## src/rtl/tmr_pkg.sv

```systemverilog
package tmr_pkg;
  typedef enum logic [1:0] {
    EDG_NONE = 2'd0,
    EDG_RISE = 2'd1,
    EDG_FALL = 2'd2,
    EDG_BOTH = 2'd3
  } edge_sel_e;

  localparam logic [2:0] A_CTRL  = 3'd0;
  localparam logic [2:0] A_MODE  = 3'd1;
  localparam logic [2:0] A_EDGE  = 3'd2;
  localparam logic [2:0] A_CH0   = 3'd3;
  localparam logic [2:0] A_CH1   = 3'd4;
  localparam logic [2:0] A_COUNT = 3'd5;

  localparam logic [2:0] SEL_EXT = 3'd7;
endpackage

```

## src/rtl/tmr_edge_filter.sv

```systemverilog
module tmr_edge_filter
  import tmr_pkg::*;
#(
  parameter int STABLE = 2
) (
  input  logic      clk,
  input  logic      rst_n,
  input  logic      run,
  input  logic      din,
  input  edge_sel_e sel,
  output logic      evt
);
  localparam int CW = $clog2(STABLE + 1);

  logic          smp;
  logic          acc;
  logic [CW-1:0] cnt;
  logic          wanted;

  always_comb begin
    wanted = (sel == EDG_BOTH) || (sel == EDG_RISE && smp) || (sel == EDG_FALL && !smp);
  end

  always_ff @(posedge clk or negedge rst_n) begin
    if (!rst_n) begin
      smp <= 1'b0;
      acc <= 1'b0;
      cnt <= '0;
      evt <= 1'b0;
    end else begin
      smp <= din;
      evt <= 1'b0;
      if (!run) begin
        acc <= smp;
        cnt <= '0;
      end else if (smp == acc) begin
        cnt <= '0;
      end else if (cnt == CW'(STABLE - 1)) begin
        acc <= smp;
        cnt <= '0;
        evt <= wanted;
      end else begin
        cnt <= cnt + CW'(1);
      end
    end
  end

  // an accepted edge needs the new level on two consecutive samples
  a_r3_stable_two: assert property (@(posedge clk) disable iff (!rst_n)
    evt |-> ($past(smp, 1) == $past(smp, 2)));
endmodule

```

## src/rtl/tmr_prescaler.sv

```systemverilog
module tmr_prescaler #(
  parameter int MAXLOG = 6
) (
  input  logic       clk,
  input  logic       rst_n,
  input  logic       run,
  input  logic [2:0] sel,
  input  logic       ext_evt,
  output logic       tick
);
  localparam int PW = MAXLOG;

  logic [PW-1:0] pc;
  logic [PW:0]   lim_wide;
  logic          use_ext;

  always_comb begin
    use_ext  = (sel == tmr_pkg::SEL_EXT);
    lim_wide = ({{PW{1'b0}}, 1'b1} << sel) - {{PW{1'b0}}, 1'b1};
    tick     = run && (use_ext ? ext_evt : (pc == lim_wide[PW-1:0]));
  end

  always_ff @(posedge clk or negedge rst_n) begin
    if (!rst_n) begin
      pc <= '0;
    end else if (!run || use_ext || tick) begin
      pc <= '0;
    end else begin
      pc <= pc + PW'(1);
    end
  end

  // prescaler is held cleared while stopped
  a_r1_presc_clear: assert property (@(posedge clk) disable iff (!rst_n)
    !run |=> (pc == '0));
endmodule

```

## src/rtl/tmr_channel.sv

```systemverilog
module tmr_channel #(
  parameter int W = 16
) (
  input  logic         clk,
  input  logic         rst_n,
  input  logic         run,
  input  logic         cmp_mode,
  input  logic [W-1:0] count,
  input  logic         tick,
  input  logic         cap_evt,
  input  logic         rd_hit,
  input  logic         wr_hit,
  input  logic [W-1:0] wdata,
  output logic [W-1:0] ccr,
  output logic         match,
  output logic         irq
);
  logic do_cap;

  always_comb begin
    match  = run && cmp_mode && tick && (count == ccr);
    do_cap = run && !cmp_mode && cap_evt;
  end

  always_ff @(posedge clk or negedge rst_n) begin
    if (!rst_n) begin
      ccr <= '0;
      irq <= 1'b0;
    end else begin
      irq <= cmp_mode ? match : do_cap;
      if (wr_hit) begin
        ccr <= wdata;
      end else if (do_cap && !rd_hit) begin
        ccr <= count;
      end
    end
  end

  // a capture colliding with a read leaves the register untouched
  a_r6_collide_keep: assert property (@(posedge clk) disable iff (!rst_n)
    (do_cap && rd_hit && !wr_hit) |=> $stable(ccr));

  // a capture event raises the interrupt on the next cycle
  a_r5_cap_irq: assert property (@(posedge clk) disable iff (!rst_n)
    do_cap |=> irq);
endmodule

```

## src/rtl/tmr_dual_cc.sv

```systemverilog
module tmr_dual_cc
  import tmr_pkg::*;
#(
  parameter int W      = 16,
  parameter int STABLE = 2,
  parameter int MAXLOG = 6
) (
  input  logic         clk,
  input  logic         rst_n,
  input  logic         bus_wr,
  input  logic         bus_rd,
  input  logic [2:0]   bus_addr,
  input  logic [W-1:0] bus_wdata,
  output logic [W-1:0] bus_rdata,
  input  logic [1:0]   trig_in,
  input  logic         ext_clk_in,
  output logic [1:0]   cc_irq,
  output logic         tmr_out
);
  localparam int NCH = 2;
  localparam int NIN = NCH + 1;

  logic            run;
  logic [2:0]      clksel;
  logic [NCH-1:0]  ch_cmp;
  logic            out_en;
  logic            out_lvl;
  edge_sel_e       esel [NIN];
  logic [W-1:0]    count;
  logic            phase;
  logic            tick;
  logic [NIN-1:0]  pin_in;
  logic [NIN-1:0]  pin_evt;
  logic [NCH-1:0]  match;
  logic [W-1:0]    ccr [NCH];

  assign pin_in = {ext_clk_in, trig_in};

  // configuration registers
  always_ff @(posedge clk or negedge rst_n) begin
    if (!rst_n) begin
      run     <= 1'b0;
      clksel  <= '0;
      ch_cmp  <= '0;
      out_en  <= 1'b0;
      out_lvl <= 1'b0;
      for (int k = 0; k < NIN; k++) esel[k] <= EDG_NONE;
    end else if (bus_wr) begin
      case (bus_addr)
        A_CTRL: begin
          run <= bus_wdata[0];
          if (!run) clksel <= bus_wdata[3:1];
        end
        A_MODE: if (!run) begin
          ch_cmp  <= bus_wdata[1:0];
          out_en  <= bus_wdata[2];
          out_lvl <= bus_wdata[3];
        end
        A_EDGE: if (!run) begin
          for (int k = 0; k < NIN; k++) esel[k] <= edge_sel_e'(bus_wdata[2*k +: 2]);
        end
        default: ;
      endcase
    end
  end

  // input qualification
  for (genvar k = 0; k < NIN; k++) begin : g_filt
    tmr_edge_filter #(.STABLE(STABLE)) u_filt (
      .clk  (clk),
      .rst_n(rst_n),
      .run  (run),
      .din  (pin_in[k]),
      .sel  (esel[k]),
      .evt  (pin_evt[k])
    );
  end

  tmr_prescaler #(.MAXLOG(MAXLOG)) u_presc (
    .clk    (clk),
    .rst_n  (rst_n),
    .run    (run),
    .sel    (clksel),
    .ext_evt(pin_evt[NIN-1]),
    .tick   (tick)
  );

  for (genvar c = 0; c < NCH; c++) begin : g_ch
    tmr_channel #(.W(W)) u_ch (
      .clk     (clk),
      .rst_n   (rst_n),
      .run     (run),
      .cmp_mode(ch_cmp[c]),
      .count   (count),
      .tick    (tick),
      .cap_evt (pin_evt[c]),
      .rd_hit  (bus_rd && bus_addr == (A_CH0 + 3'(c))),
      .wr_hit  (bus_wr && bus_addr == (A_CH0 + 3'(c))),
      .wdata   (bus_wdata),
      .ccr     (ccr[c]),
      .match   (match[c]),
      .irq     (cc_irq[c])
    );
  end

  // counter, output phase and pin
  always_ff @(posedge clk or negedge rst_n) begin
    if (!rst_n) begin
      count   <= '0;
      phase   <= 1'b0;
      tmr_out <= 1'b0;
    end else begin
      tmr_out <= out_en && (phase ^ ~out_lvl);
      if (!run) begin
        count <= '0;
        phase <= 1'b0;
      end else begin
        if (tick) count <= match[0] ? '0 : count + W'(1);
        if (match[1] && out_en) phase <= ~phase;
      end
    end
  end

  // register read port
  always_ff @(posedge clk or negedge rst_n) begin
    if (!rst_n) begin
      bus_rdata <= '0;
    end else if (bus_rd) begin
      case (bus_addr)
        A_CTRL:  bus_rdata <= W'({clksel, run});
        A_MODE:  bus_rdata <= W'({out_lvl, out_en, ch_cmp});
        A_EDGE:  bus_rdata <= W'({esel[2], esel[1], esel[0]});
        A_CH0:   bus_rdata <= ccr[0];
        A_CH1:   bus_rdata <= ccr[1];
        A_COUNT: bus_rdata <= count;
        default: bus_rdata <= '0;
      endcase
    end
  end

  // counter held at zero while stopped
  a_r1_stop_zero: assert property (@(posedge clk) disable iff (!rst_n)
    !run |=> (count == '0));

  // a channel 0 compare match restarts the period
  a_r8_period_clear: assert property (@(posedge clk) disable iff (!rst_n)
    match[0] |=> (count == '0));

  // clock select frozen while running
  a_r10_clksel_frozen: assert property (@(posedge clk) disable iff (!rst_n)
    $past(run) |-> $stable(clksel));

  // mode and output controls frozen while running
  a_r10_mode_frozen: assert property (@(posedge clk) disable iff (!rst_n)
    $past(run) |-> ($stable(ch_cmp) && $stable(out_en) && $stable(out_lvl)));
endmodule

```

## config.mk

```make
export PLATFORM = sky130hd
export DESIGN_NAME = tmr_dual_cc
export DESIGN_NICKNAME = d
export VERILOG_FILES = /design/src/rtl/tmr_pkg.sv /design/src/rtl/tmr_edge_filter.sv /design/src/rtl/tmr_prescaler.sv /design/src/rtl/tmr_channel.sv /design/src/rtl/tmr_dual_cc.sv
export SDC_FILE = /design/constraint.sdc
export NUM_CORES = 1
export LEC_CHECK = 0
export BUFFER_PORTS_ARGS = -buffer_cell sky130_fd_sc_hd__buf_2
export CAP_MARGIN = 30
export CORE_UTILIZATION = 62
export CTS_BUF_LIST = sky130_fd_sc_hd__clkbuf_2
export DETAILED_ROUTE_END_ITERATION = 8
export GPL_TIMING_DRIVEN = 0
export PLACE_DENSITY = 0.84
export SLEW_MARGIN = 15
export SYNTH_ARGS = -nofsm -noshare
export SYNTH_HDL_FRONTEND = slang
export SYNTH_SLANG_ARGS = --single-unit
export TNS_END_PERCENT = 1
```

## constraint.sdc

```tcl
create_clock -name clk -period 3.1 [get_ports clk]
set_input_delay 0.155 -clock clk [delete_from_list [all_inputs] [get_ports clk]]
set_output_delay 0.155 -clock clk [all_outputs]
set_load 0.03 [all_outputs]
```

==> results of run 1 <==
[metal layers]
metal / part of all wire [%] / track usage, % / routed length (um)
met1: 41 / 43.6 / 5970
met2: 48 / 50.7 / 6880
met3: 7.2 / 3.96 / 1030
met4: 3.5 / 13.2 / 509
met5: 0 / 0 / 0
[power groups by stage]
stage,combinational [mW],clock [mW],sequential (mW)
2_1_floorplan,0.628,0,1.80
3_3_place_gp,0.877,0,1.80
6_report,0.974,0.609,1.80
3_5_place_dp,0.924,0,1.81
5_1_grt,1.06,0.663,1.82
4_1_cts,0.952,0.610,1.79
[metrics by stage]
stage          instance area (um2)  worst slack [ps]  power (mW)
5_1_grt                       6330              68.9        3.55
3_3_place_gp                  5960               297        2.67
6_report                      6330               194        3.38
3_5_place_dp                  5990               228        2.74
2_1_floorplan                 5610               841        2.43
4_1_cts                       6320               176        3.35
[placed cells by master, fill, tap and decap left out, types with 3 or more instances in the layout]
| cell type | count |
|---|---|
| mux2_2 | 21 |
| nor2b_1 | 6 |
| xnor2_1 | 22 |
| o21a_1 | 6 |
| o221ai_1 | 3 |
| a22oi_1 | 3 |
| dlygate4sd3_1 | 23 |
| nand2b_1 | 4 |
| o31ai_1 | 3 |
| nand4_1 | 6 |
| o21ai_0 | 19 |
| buf_2 | 48 |
| a21o_1 | 9 |
| nor2_1 | 55 |
| clkbuf_2 | 10 |
| mux2i_1 | 48 |
| inv_1 | 23 |
| clkbuf_1 | 36 |
| a21oi_1 | 51 |
| nor4b_1 | 9 |
| or4_1 | 3 |
| dfrtp_1 | 103 |
| and3_1 | 16 |
| nand2_1 | 17 |
| nor3_1 | 7 |
| buf_4 | 3 |
| nand3b_1 | 9 |
| buf_1 | 4 |
| nand3_1 | 8 |
| xor2_1 | 18 |
| o22ai_1 | 10 |
| and2_1 | 6 |
| nor4_1 | 3 |
[logic make-up (layout without fill, tap and decap cells)]
logic type                 Yosys count  count (layout)
xor gates and xnor gates            40              40
DFF                                103             103
AOI/OAI and AO/OA                  120             120
and+or+nand+nor                    160             160
muxes                               71              71
buffers and inverters               73             155
adders and majority gates            2               2
[final cells by class]
class,count,area [um2],area share [%]
repair buffers,66,474,7.49
multi-input cells,393,2750,43.4
inverters,23,86.3,1.36
flip-flops and latches,103,2580,40.7
clock inverters,6,53.8,0.849
clock buffers,10,50.0,0.790
well taps,108,135,2.13
plain buffers,50,208,3.28
[state kept, by name, summed over array words and instances (netlist names)]
| register | count |
|---|---|
| bus_rdata | 16 |
| ch_cmp | 2 |
| clksel | 3 |
| count | 16 |
| esel | 6 |
| g_ch.u_ch.ccr | 32 |
| g_ch.u_ch.irq | 2 |
| g_filt.u_filt.acc | 3 |
| g_filt.u_filt.cnt | 6 |
| g_filt.u_filt.evt | 3 |
| g_filt.u_filt.smp | 3 |
| out_en | 1 |
| out_lvl | 1 |
| phase | 1 |
| run | 1 |
| tmr_out | 1 |
| u_presc.pc | 6 |
[worst max-delay path: cells and delay by family (launching register included)]
family          cells  cell delay [ps]
xor+xnor            1              150
simple gates        2              550
flops               1              390
compound gates      3              850
buf+inv             2              890
[timing repair]
action,4_1_cts,5_1_grt
setup endpoints to repair,0,9
gates resized for setup,0,1
endpoints found under the hold margin,154,0
hold buffers,23,0
buffers inserted,0,0
[worst min-delay path by stage]
stage	startpoint	endpoint	slack, ps	cells after the start
5_1_grt	bus_wr	run$_DFFE_PN0P_	10	4
2_1_floorplan	rst_n	bus_rdata[0]$_DFFE_PN0P_	-140	0
3_3_place_gp	ext_clk_in	g_filt[2].u_filt.smp$_DFF_PN0_	260	1
6_report	bus_wr	run$_DFFE_PN0P_	10	4
4_1_cts	bus_wr	run$_DFFE_PN0P_	10	4
3_5_place_dp	rst_n	tmr_out$_DFF_PN0_	90	1
==> metrics list, run 1 <==
- The flow ran to the end, and the final reports show no timing, DRC or antenna violations.
* Starting DRT DRC Count: 426
* Clock root buffer master: clkbuf_2
- Buffers inserted during clock tree synthesis total 9.
- Measured in cells, the most critical reg-to-reg path has a length of 8.
- Capture instance of the worst register-to-register path: count[6]$_DFFE_PN0P_
- Number of iterations in the first detailed-routing pass: 5
- Measured along the y axis, the die boundary spans 97.1 um.
- Antenna violations before repair: 0
- In this run the core area contains 34 standard-cell rows.
- Clock sink count: 103
- Clock transition at the registers of the reported paths: 280 ps
- Based on the critical path, the design can be clocked at up to 0.344 GHz.
- Multiplexer cells account for 13.6% of the synthesized area.
- Post-synthesis average cell area: 9.86 um2
- Synthesis-stage register bit count: 103
- Largest family of logic cells by synthesized area: simple AND/OR/NAND/NOR gates
- Crit path arrival time: 3410 ps
- Number of H-tree branching levels: 3
- The most critical setup path has its startpoint at count[5]$_DFFE_PN0P_.
- Of the total synthesized cell area, the portion taken by XOR and XNOR cells is 6.24%.
* Min cycle time layout: 2910 ps
* Syn nets: 597
- For this block, the routed nets add up to 14400 um of wire.
- The setup check on the worst reg-to-reg path leaves a slack of 190 ps.
- DP HPWL: 10000 um
- Traced cell by cell, the critical path runs through clkbuf_1 > xor2_1 > nor4_1 > nand2_1 > o41ai_4 > clkbuf_1 > o21ai_0 > o2bb2ai_1.
- Post-synthesis async set-or-reset flop share: 100%
- Most used flip-flop cell after synthesis: dfrtp_1
- Starting Density: 64.3%
- Fraction of the mapped netlist area in simple logic gates: 15.3%
- I/O pin count: 45
- Number of buffer cells added on primary ports: 42
- Critical Path Sink Type: flop
* Proportion of layout cells with a drive suffix above 1: 14.6%
- Switching power of the nets: 1.26 mW
- Global routing consumed, over all layers together, 31.5% of the routing resources.
- Net total in the final layout: 674
- Placed cell count: 720
- Cell type with the largest total area after synthesis: dfrtp_1
- Number of instances in the synthesized netlist: 569
- Wire length of the first global-routing pass: 23300 um
* Cell area after synthesis: 5610 um2
- In this design, the stage delay of the slowest critical-path cell is 530 ps.
* Number of max-slew violations in the final report: 0
- The share of the Yosys chip area taken by registers is 45.9%.
* Unrepaired setup endpoints after global routing: false
- Registers are responsible for 53.2% of the overall power.
- In this run the worst hold path is classified as primary input to flop.
- Most frequent cells after synthesis: dfrtp_1, nor2_1, a21oi_1
- Final Cycle Share: 93.8%
- Using the TritonRoute via totals, the vias-per-cell ratio works out to 6.32.
- The synthesized netlist devotes 0.446% of its cell area to adder and majority cells.
- Startpoint class of the critical path: flop
- The finished layout holds 759 standard cells, fillers aside.
- Between clock sinks in the finished design, the worst skew comes to 30.4 ps.
- MaxCap Viol Count: 0
- For this run, design rule violations remaining after detail routing come to 0.
- For this run, the share of the core covered by cells in the final layout is 72.6%.
- Largest net degree at the start of global routing: 67
- In this run the remaining antenna-violating nets after routing total 0.
* Top cell by count, worst path: clkbuf_1
- The tightest hold path in the finished design has a slack of 13.5 ps.
- Number of global-route vias before repair: 4690
- In the final routed layout, each cell accounts on average for 19.0 um.
- Following the worst setup path forward leads to its endpoint at count[6]$_DFFE_PN0P_.
- In this run the worst path has a maximum fanout of 10.
* TritonCTS clock tree: yes
- Actual slew at the worst max-slew pin: 895 ps
- Antenna Cells: 0
- Via count: 4800
* Kind of critical path: flop to flop
- In this run the power density over the cells is 534 nW/um2.
* Reg2Reg Launch Point: count[5]$_DFFE_PN0P_
- The congestion estimate from routability-driven global placement came to 0.929.
- Most frequently used cell type in the post-synthesis netlist: dfrtp_1
- Across the VDD grid, the largest voltage drop is 0.000363 V.
- Area share of the leading cell type in the synthesized netlist: 45.9%
- The count of final hold-check violations is 0.
- The clock passes through at most 2 buffers.
- Signed area change from the synthesized netlist to the final layout: 12.9%
* Combinational cell fraction of total power: 28.8%
- Leakage power figure: 2.89 nW
* Switching Fraction: 37.4%
- Global routing finished with a remaining overflow of 0.
* Clock network power share: 18.0%
- Number of fillers in the final layout: 616
- Summing the areas of all compound-gate instances in the mapped netlist gives 13.2% of the synthesized area.
- Critical path data required time: 3600 ps
- After routing, the total negative slack on setup checks comes to 0 ps.
- Ranked by total cell area, the synthesized netlist is headed by dfrtp_1, mux2i_1, a21oi_1.
* Synth Warn #: 0
- Core area: 8720 um2
- In this run, synthesis inferred 0 flip-flops with an integrated enable.
* Internal Pwr Total: 2.12 mW
- Rel. slew slack: 40.1%
- Die ar.: 9430 um2
- Unique cell type count in the Yosys netlist: 53
- Setup violations remaining at the end of the flow were counted as 0.
* Die outline width: 97.1 um
- Among all stages on the critical path, the largest delay is contributed by o41ai_4.
- Latest clock arrival within the worst-skew pair: 600 ps
Note: power is estimated with default switching activity, not from simulation.
==> run 2: changes to the inputs <==
- ABC_AREA: not set -> 1
==> metrics list, run 2 <==
- Critical Path Sink Type: flop (unchanged)
- Residual overflow from global routing: 0 (unchanged)
- The instance count of the mapped netlist was 682 (was 569).
- The die area came to 9170 um2 (was 9430 um2).
- The total setup buffers inserted after CTS is 0 (unchanged).
* Power per unit of standard cell area: 523 nW/um2 (was 534 nW/um2)
- Share of synthesized area occupied by flip-flops and latches: 47.3% (was 45.9%)
* Synth Warn #: 0 (unchanged)
* Most flops, register: g_ch.u_ch.ccr (unchanged)
* I/O pin count: 45 (unchanged)
- Most used flip-flop cell after synthesis: dfrtp_1 (unchanged)
* Cell area after synthesis: 5450 um2 (was 5610 um2)
- The flip-flop and latch count after synthesis was 103 (unchanged).
* Number of H-tree branching levels: 3 (unchanged)
- Placed cell count: 831 (was 720)
* Number of endpoints failing setup at the final stage: 0 (unchanged)
* Most frequent cells after synthesis: nand2_1, dfrtp_1, inv_1 (was dfrtp_1, nor2_1, a21oi_1)
* Most common cell after layout, fill and taps aside: nand2_1 (was dfrtp_1)
- Net total in the final layout: 792 (was 674)
- The classification of the worst setup path was flop to flop (unchanged).
* Worst VDD drop: 0.000394 V (was 0.000363 V)
* Wire length of the first global-routing pass: 25100 um (was 23300 um)
- Signed area change from the synthesized netlist to the final layout: 14.1% (was 12.9%)
- Clock sink count: 103 (unchanged)
- CTS buffer count: 9 (unchanged)
* Outcome: finished with violations (was finished, final reports clean)
- The flip-flop count of the largest register after layout was 32 (unchanged).
* Switching Fraction: 38.8% (was 37.4%)
- DRC Markers: 0 (unchanged)
* Leading cell types in the layout, fill and taps excluded: nand2_1, dfrtp_1, inv_1 (was dfrtp_1, nor2_1, a21oi_1)
- The filler cell count was 699 (was 616).
- The first-iteration detailed-routing DRC count is 616 (was 426).
- The sequential share of power came to 53.3% (was 53.2%).
- The area share of the leading cell type in the synthesized netlist came to 47.3% (was 45.9%).
- Clock transition at the registers of the reported paths: 330 ps (was 280 ps)
- The combinational fraction of design power came to 28.2% (was 28.8%).
- The power dissipated by switching net loads was 1.26 mW (about the same).
- Registers with the most flip-flops: g_ch.u_ch.ccr (32), bus_rdata (16), count (16) (unchanged)
* Final instance count without filler cells: 876 (was 759)
* Startpoint class of the critical path: flop (unchanged)
- The initial antenna violation count came to 0 (unchanged).
- Final Hold Vio Count: 12 (was 0)
* Total routing resource utilization after global routing: 37.4% (was 31.5%)
* Total wirelength of the detailed-routed design: 16100 um (was 14400 um)
- Maximum achievable frequency: 0.529 GHz (was 0.344 GHz)
- Proportion of layout cells with a drive suffix above 1: 12.4% (was 14.6%)
- The sum of net half-perimeters after detailed placement is 11300 um (was 10000 um).
- Crit path arrival time: 2410 ps (was 3410 ps)
- The starting density of the core is 65.1% (was 64.3%).
- Utilization after layout: 74.2% (was 72.6%)
* Final Cycle Share: 61.0% (was 93.8%)
* MaxCap Viol Count: 0 (unchanged)
* Via count: 5395 (was 4800)
* Critical path data required time: 3620 ps (was 3600 ps)
* Largest net degree at the start of global routing: 78 (was 67)
* TritonCTS clock tree: yes (unchanged)
- Cell type with the largest total area after synthesis: dfrtp_1 (unchanged)
- The largest buffer count on any clock path came to 2 (unchanged).
- The shortest period the worst path allows is 1890 ps (was 2910 ps).
* Core area: 8380 um2 (was 8720 um2)
- Clock network power share: 18.5% (was 18.0%)
- The final max-slew violation count is 0 (unchanged).
* Unrepaired setup endpoints after global routing: false (unchanged)
* Post-cts resize count: 0 (unchanged)
- The number of synthesized flops with an enable pin is 0 (unchanged).
- The number of search-and-repair iterations in the first detailed-routing pass was 5 (unchanged).
* HP Class: primary input to asynchronous set/reset pin (was primary input to flop)
- The largest fanout on the critical path is 9 (was 10).
- Internal Pwr Total: 1.99 mW (was 2.12 mW)
* Maximum clock skew at final layout: 52.9 ps (was 30.4 ps)
* Total of hold buffers inserted after clock tree synthesis: 27 (was 23)
- Placement Rows: 33 (was 34)
- Actual slew at the worst max-slew pin: 661 ps (was 895 ps)
* Most frequently used cell type in the post-synthesis netlist: nand2_1 (was dfrtp_1)
- Antenna-violating nets left: 0 (unchanged)
* Hold WS: -38.1 ps (was 13.5 ps)
* Via-to-Cell Ratio: 6.16 (was 6.32)
* Setup Total Neg Slack: 0 ps (unchanged)
- The post-synthesis area per instance was 8.00 um2 (was 9.86 um2).
* Latest clock arrival within the worst-skew pair: 630 ps (was 600 ps)
* Number of global-route vias before repair: 5102 (was 4690)
- Rel. slew slack: 56.0% (was 40.1%)
* Clock root buffer master: clkbuf_2 (unchanged)
- The height of the die is 95.8 um (was 97.1 um).
- Leakage power figure: 2.97 nW (was 2.89 nW)
- Syn nets: 710 (was 597)
* Die outline width: 95.8 um (was 97.1 um)
- The weighted congestion at the end of routability-driven global placement was 1.02 (was 0.929).
* Violations in the final reports: negative hold slack
- The wire length per cell after detailed routing is 18.3 um (was 19.0 um).
- The count of distinct cell types in the synthesized netlist was 36 (was 53).
* Cell types occupying the most area after synthesis: dfrtp_1, nand2_1, o21ai_0 (was dfrtp_1, mux2i_1, a21oi_1)
* Post-synthesis async set-or-reset flop share: 100% (unchanged)
- Total Power: 3.25 mW (was 3.38 mW)
* Number of buffer cells added on primary ports: 43 (was 42)
[run 2: power groups by stage]
| stage | sequential, mW | combinational, mW | clock, mW |
|---|---|---|---|
| 2_1_floorplan | 1.75 | 0.568 | 0 |
| 3_3_place_gp | 1.74 | 0.834 | 0 |
| 3_5_place_dp | 1.75 | 0.870 | 0 |
| 4_1_cts | 1.72 | 0.899 | 0.601 |
| 5_1_grt | 1.76 | 1.01 | 0.643 |
| 6_report | 1.73 | 0.917 | 0.600 |
[run 2: logic make-up after synthesis]
family	count (synthesis)	share of synthesized area (%)
AO/OA/AOI/OAI	164	17.9
AND/OR/NAND/NOR	268	20.9
XOR/XNOR	25	4.02
flip-flops	103	47.3
buffers and inverters	116	8.74
multiplexers	4	0.757
adder cells (fa/ha/maj)	2	0.459
[run 2: layout make-up]
type	instances	area (um2)	share of cell area, %
diodes	2	5.00	0.0805
plain buffers	31	158	2.53
clock buffers	9	45.0	0.724
clock inverters	7	56.3	0.905
inverters	85	319	5.13
multi-input cells	463	2400	38.6
flip-flops and latches	103	2580	41.4
well taps	105	131	2.11
repair buffers	71	529	8.51
[run 2: worst max-delay path: stages, from the launching register on]
cell and delay [ps]:
dfrtp_1 550, inv_1 210, nand2_1 100, nand4_1 100, nor3_1 270, nand3_2 260, nand2_4 210, o22ai_1 90
[run 2: worst paths after layout]
kind,slack (ps),to,from,cells past startpoint
worst max-delay path,1210,count[4]$_DFFE_PN0P_,count[9]$_DFFE_PN0P_,7
worst min-delay path,-40,g_ch[1].u_ch.ccr[7]$_DFFE_PN0P_,rst_n,3
worst max register to register,1210,count[4]$_DFFE_PN0P_,count[9]$_DFFE_PN0P_,7
worst min register to register,520,g_filt[2].u_filt.cnt[1]$_DFF_PN0_,g_filt[2].u_filt.cnt[0]$_DFF_PN0_,1
max in group asynchronous,2710,g_ch[0].u_ch.ccr[13]$_DFFE_PN0P_,rst_n,3
min in group clk,30,run$_DFFE_PN0P_,bus_addr[2],6
[run 2: per-stage QoR]
| stage | instance area, um2 | setup WS [ps] |
|---|---|---|
| final | 6220 | 1210 |
| after global routing | 6210 | 912 |
| after CTS | 6210 | 1240 |
| after detailed placement | 5830 | 1280 |
| after global placement | 5800 | 837 |
| after floorplan | 5450 | 1570 |
[run 2: per-layer routing]
metal  wire length, um  vias to the layer above  GRT usage [%]
met2              7150                      382           57.0
met4               667                        0           17.0
met1              6340                     2492           49.4
met3              1910                       76           10.8
met5                 0                        -              0
li1                  -                     2445              -
==> run 3: changes to the inputs <==
- clock period: 3.1 -> 1.9 ns (I/O delays scaled with it)
==> metrics list, run 3 (synthesized netlist as in run 2, its figures left out) <==
* Final Cycle Share: 98.2% (was 61.0%)
* HP Class: primary input to flop (was primary input to asynchronous set/reset pin)
* Critical Path Sink Type: flop (unchanged)
- The pin count of the biggest net entering global routing came to 78 (unchanged).
- The final number of setup-violating endpoints was 0 (unchanged).
- Antenna Cells: 0 (was 2)
- CTS buffer count: 9 (unchanged)
- Flop pwr share: 51.8% (was 53.3%)
- Capture instance of the worst register-to-register path: count[4]$_DFFE_PN0P_ (unchanged)
- Net total in the final layout: 803 (was 792)
* Total wirelength of the detailed-routed design: 16600 um (was 16100 um)
- DP HPWL: 11300 um (unchanged)
- The first-pass GRT wire length came to 25400 um (was 25100 um).
- Switching power of the nets: 2.12 mW (was 1.26 mW)
- Rel. slew slack: 54.7% (was 56.0%)
- Maximum clock skew at final layout: 37.5 ps (was 52.9 ps)
- Number of fillers in the final layout: 670 (was 699)
* Critical path data required time: 2410 ps (was 3620 ps)
* Crit path arrival time: 2380 ps (was 2410 ps)
- The area inside the core boundary came to 8380 um2 (unchanged).
- Leading cell types in the layout, fill and taps excluded: nand2_1, dfrtp_1, inv_1 (unchanged)
- Most common cell after layout, fill and taps aside: nand2_1 (unchanged)
- The cell area power density was 853 nW/um2 (was 523 nW/um2).
- Outcome: finished, final reports clean (was finished with violations).
* Switching Fraction: 39.0% (was 38.8%)
* Number of buffer cells added on primary ports: 43 (unchanged)
- Routed length on met2: 7440 um (was 7150 um)
- The height of the die was 95.8 um (unchanged).
- The area added between synthesis and finish is 17.1% (was 14.1%).
- The die area came to 9170 um2 (unchanged).
* Number of max-slew violations in the final report: 0 (unchanged)
* Starting DRT DRC Count: 672 (was 616)
- Placer congestion estimate: 1.02 (unchanged)
* MaxCap Viol Count: 0 (unchanged)
- The leakage power was 3.01 nW (was 2.97 nW).
- Via-to-Cell Ratio: 6.27 (was 6.16)
- Reg-to-reg setup timing slack: 30 ps (was 1210 ps)
- The residual DRC count was 0 (unchanged).
- The topmost layer with routed signal wires was met4 (unchanged).
- The internal power component is 3.33 mW (was 1.99 mW).
* Latest clock arrival within the worst-skew pair: 620 ps (was 630 ps)
* Number of global-route vias before repair: 5128 (was 5102)
- The clock share of power was 17.9% (was 18.5%).
- Antenna violations before repair: 0 (unchanged)
- The number of H-tree branching levels came to 3 (unchanged).
- The wire length per cell after detailed routing is 18.8 um (was 18.3 um).
* Die outline width: 95.8 um (unchanged)
- Starting Density: 65.1% (unchanged)
- The overall via count from detail_route was 5548 (was 5395).
- The final standard cell utilization of the core was 76.2% (was 74.2%).
* Worst setup startpoint: count[15]$_DFFE_PN0P_ (was count[9]$_DFFE_PN0P_)
- The detailed-route wire length on metal 1 came to 6280 um (was 6340 um).
* Routed met3 length: 2120 um (was 1910 um)
- Unrepaired setup endpoints after global routing: true (was false)
- The I/O pin count is 45 (unchanged).
* Max FFs per register: 32 (unchanged)
* TritonCTS clock tree: yes (unchanged)
- Worst VDD drop: 0.000672 V (was 0.000394 V)
- The classification of the worst setup path was flop to flop (unchanged).
* Number of iterations in the first detailed-routing pass: 8 (was 5)
- The clock sink count was 103 (unchanged).
* Antenna-violating nets left: 0 (unchanged)
- The largest fanout on the critical path is 10 (was 9).
* Final Hold Vio Count: 0 (was 12)
* Combinational cell fraction of total power: 30.3% (was 28.2%)
- Setup Total Neg Slack: 0 ps (unchanged)
- Depth of the worst register-to-register path: 7 (unchanged)
- Maximum achievable frequency: 0.536 GHz (was 0.529 GHz)
* Actual slew at the worst max-slew pin: 680 ps (was 661 ps)
- The fraction of layout cells with a size suffix above 1 is 14.5% (was 12.4%).
- Placement Rows: 33 (unchanged)
* Max clock buf depth: 2 (unchanged)
- Capturing instance or port of the critical path: count[4]$_DFFE_PN0P_ (unchanged)
- The shortest period the worst path allows is 1870 ps (was 1890 ps).
* Most flops, register: g_ch.u_ch.ccr (unchanged)
- Startpoint class of the critical path: flop (unchanged)
- The root buffer cell is clkbuf_2 (unchanged).
- The reg-to-reg critical path startpoint is count[15]$_DFFE_PN0P_ (was count[9]$_DFFE_PN0P_).
* Residual overflow from global routing: 0 (unchanged)
- The total power is 5.45 mW (was 3.25 mW).
- Registers with the most flip-flops: g_ch.u_ch.ccr (32), bus_rdata (16), count (16) (unchanged)
* Total routing resource utilization after global routing: 37.7% (was 37.4%)
- The clock transition at the registers of the reported paths was 300 ps (was 330 ps).
- The final hold slack came to 44.5 ps (was -38.1 ps).
## run 3: cell types whose count changed in the layout (fill, tap and decap cells not counted), sizes merged
| cell | previous run | this run |
|---|---|---|
| diode | 2 | 0 |
| dlygate4sd3 | 26 | 30 |
| buf | 65 | 67 |
| a21oi | 27 | 28 |
| nand2 | 154 | 155 |
| clkbuf | 20 | 23 |
## run 3: what timing repair did
item	CTS	global route
hold buffers	31	0
resized for setup	0	21
endpoints found under the setup margin	0	28
setup buffers	0	5
hold endpoints to repair	162	0
## run 3: how the worst min path moves through the flow
stage | start | end | cells after the start
2_1_floorplan | rst_n | bus_rdata[0]$_DFFE_PN0P_ | 0
3_3_place_gp | ext_clk_in | g_filt[2].u_filt.smp$_DFF_PN0_ | 1
3_5_place_dp | rst_n | u_presc.pc[2]$_DFF_PN0_ | 1
4_1_cts | bus_addr[1] | run$_DFFE_PN0P_ | 5
5_1_grt | trig_in[1] | g_filt[1].u_filt.smp$_DFF_PN0_ | 2
6_report | bus_addr[1] | run$_DFFE_PN0P_ | 5
## run 3: layout make-up
cell class                      instances  area [um2]  area share, %
Tap cell                              105         131           2.06
Clock inverter                          7        56.3          0.882
Timing Repair Buffer                   80         619           9.70
Multi-Input combinational cell        465        2460           38.6
Inverter                               85         322           5.04
Buffer                                 31         166           2.61
Clock buffer                            9        45.0          0.705
Sequential cell                       103        2580           40.4
## run 3: metal layers
metal,vias to the layer above,global-route usage (%)
met5,-,0
met4,0,16.4
met3,91,10.0
met2,395,58.0
met1,2588,50.4
li1,2474,-
## run 3: critical path, stage by stage (launching register included)
cell,delay [ps]
dfrtp_1,520
inv_1,190
a21oi_1,190
o2111ai_1,200
nor2_1,240
nand3_4,200
nand2_4,150
o22ai_1,80
## run 3: stage by stage
| stage | instance area, um2 | instances | setup WS, ps |
|---|---|---|---|
| after floorplan | 5450 | 682 | 368 |
| after global placement | 5800 | 830 | -303 |
| after detailed placement | 5830 | 831 | 82.8 |
| after CTS | 6250 | 878 | 41.8 |
| after global routing | 6390 | 885 | -89.0 |
| final | 6390 | 885 | 33.3 |
## run 3: power by group through the flow
stage | Clock [mW] | Sequential (mW) | Combinational [mW]
after global placement | 0 | 2.83 | 1.36
after CTS | 0.981 | 2.81 | 1.47
after global routing | 1.05 | 2.86 | 1.81
final | 0.975 | 2.82 | 1.65
after floorplan | 0 | 2.86 | 0.926
after detailed placement | 0 | 2.85 | 1.42
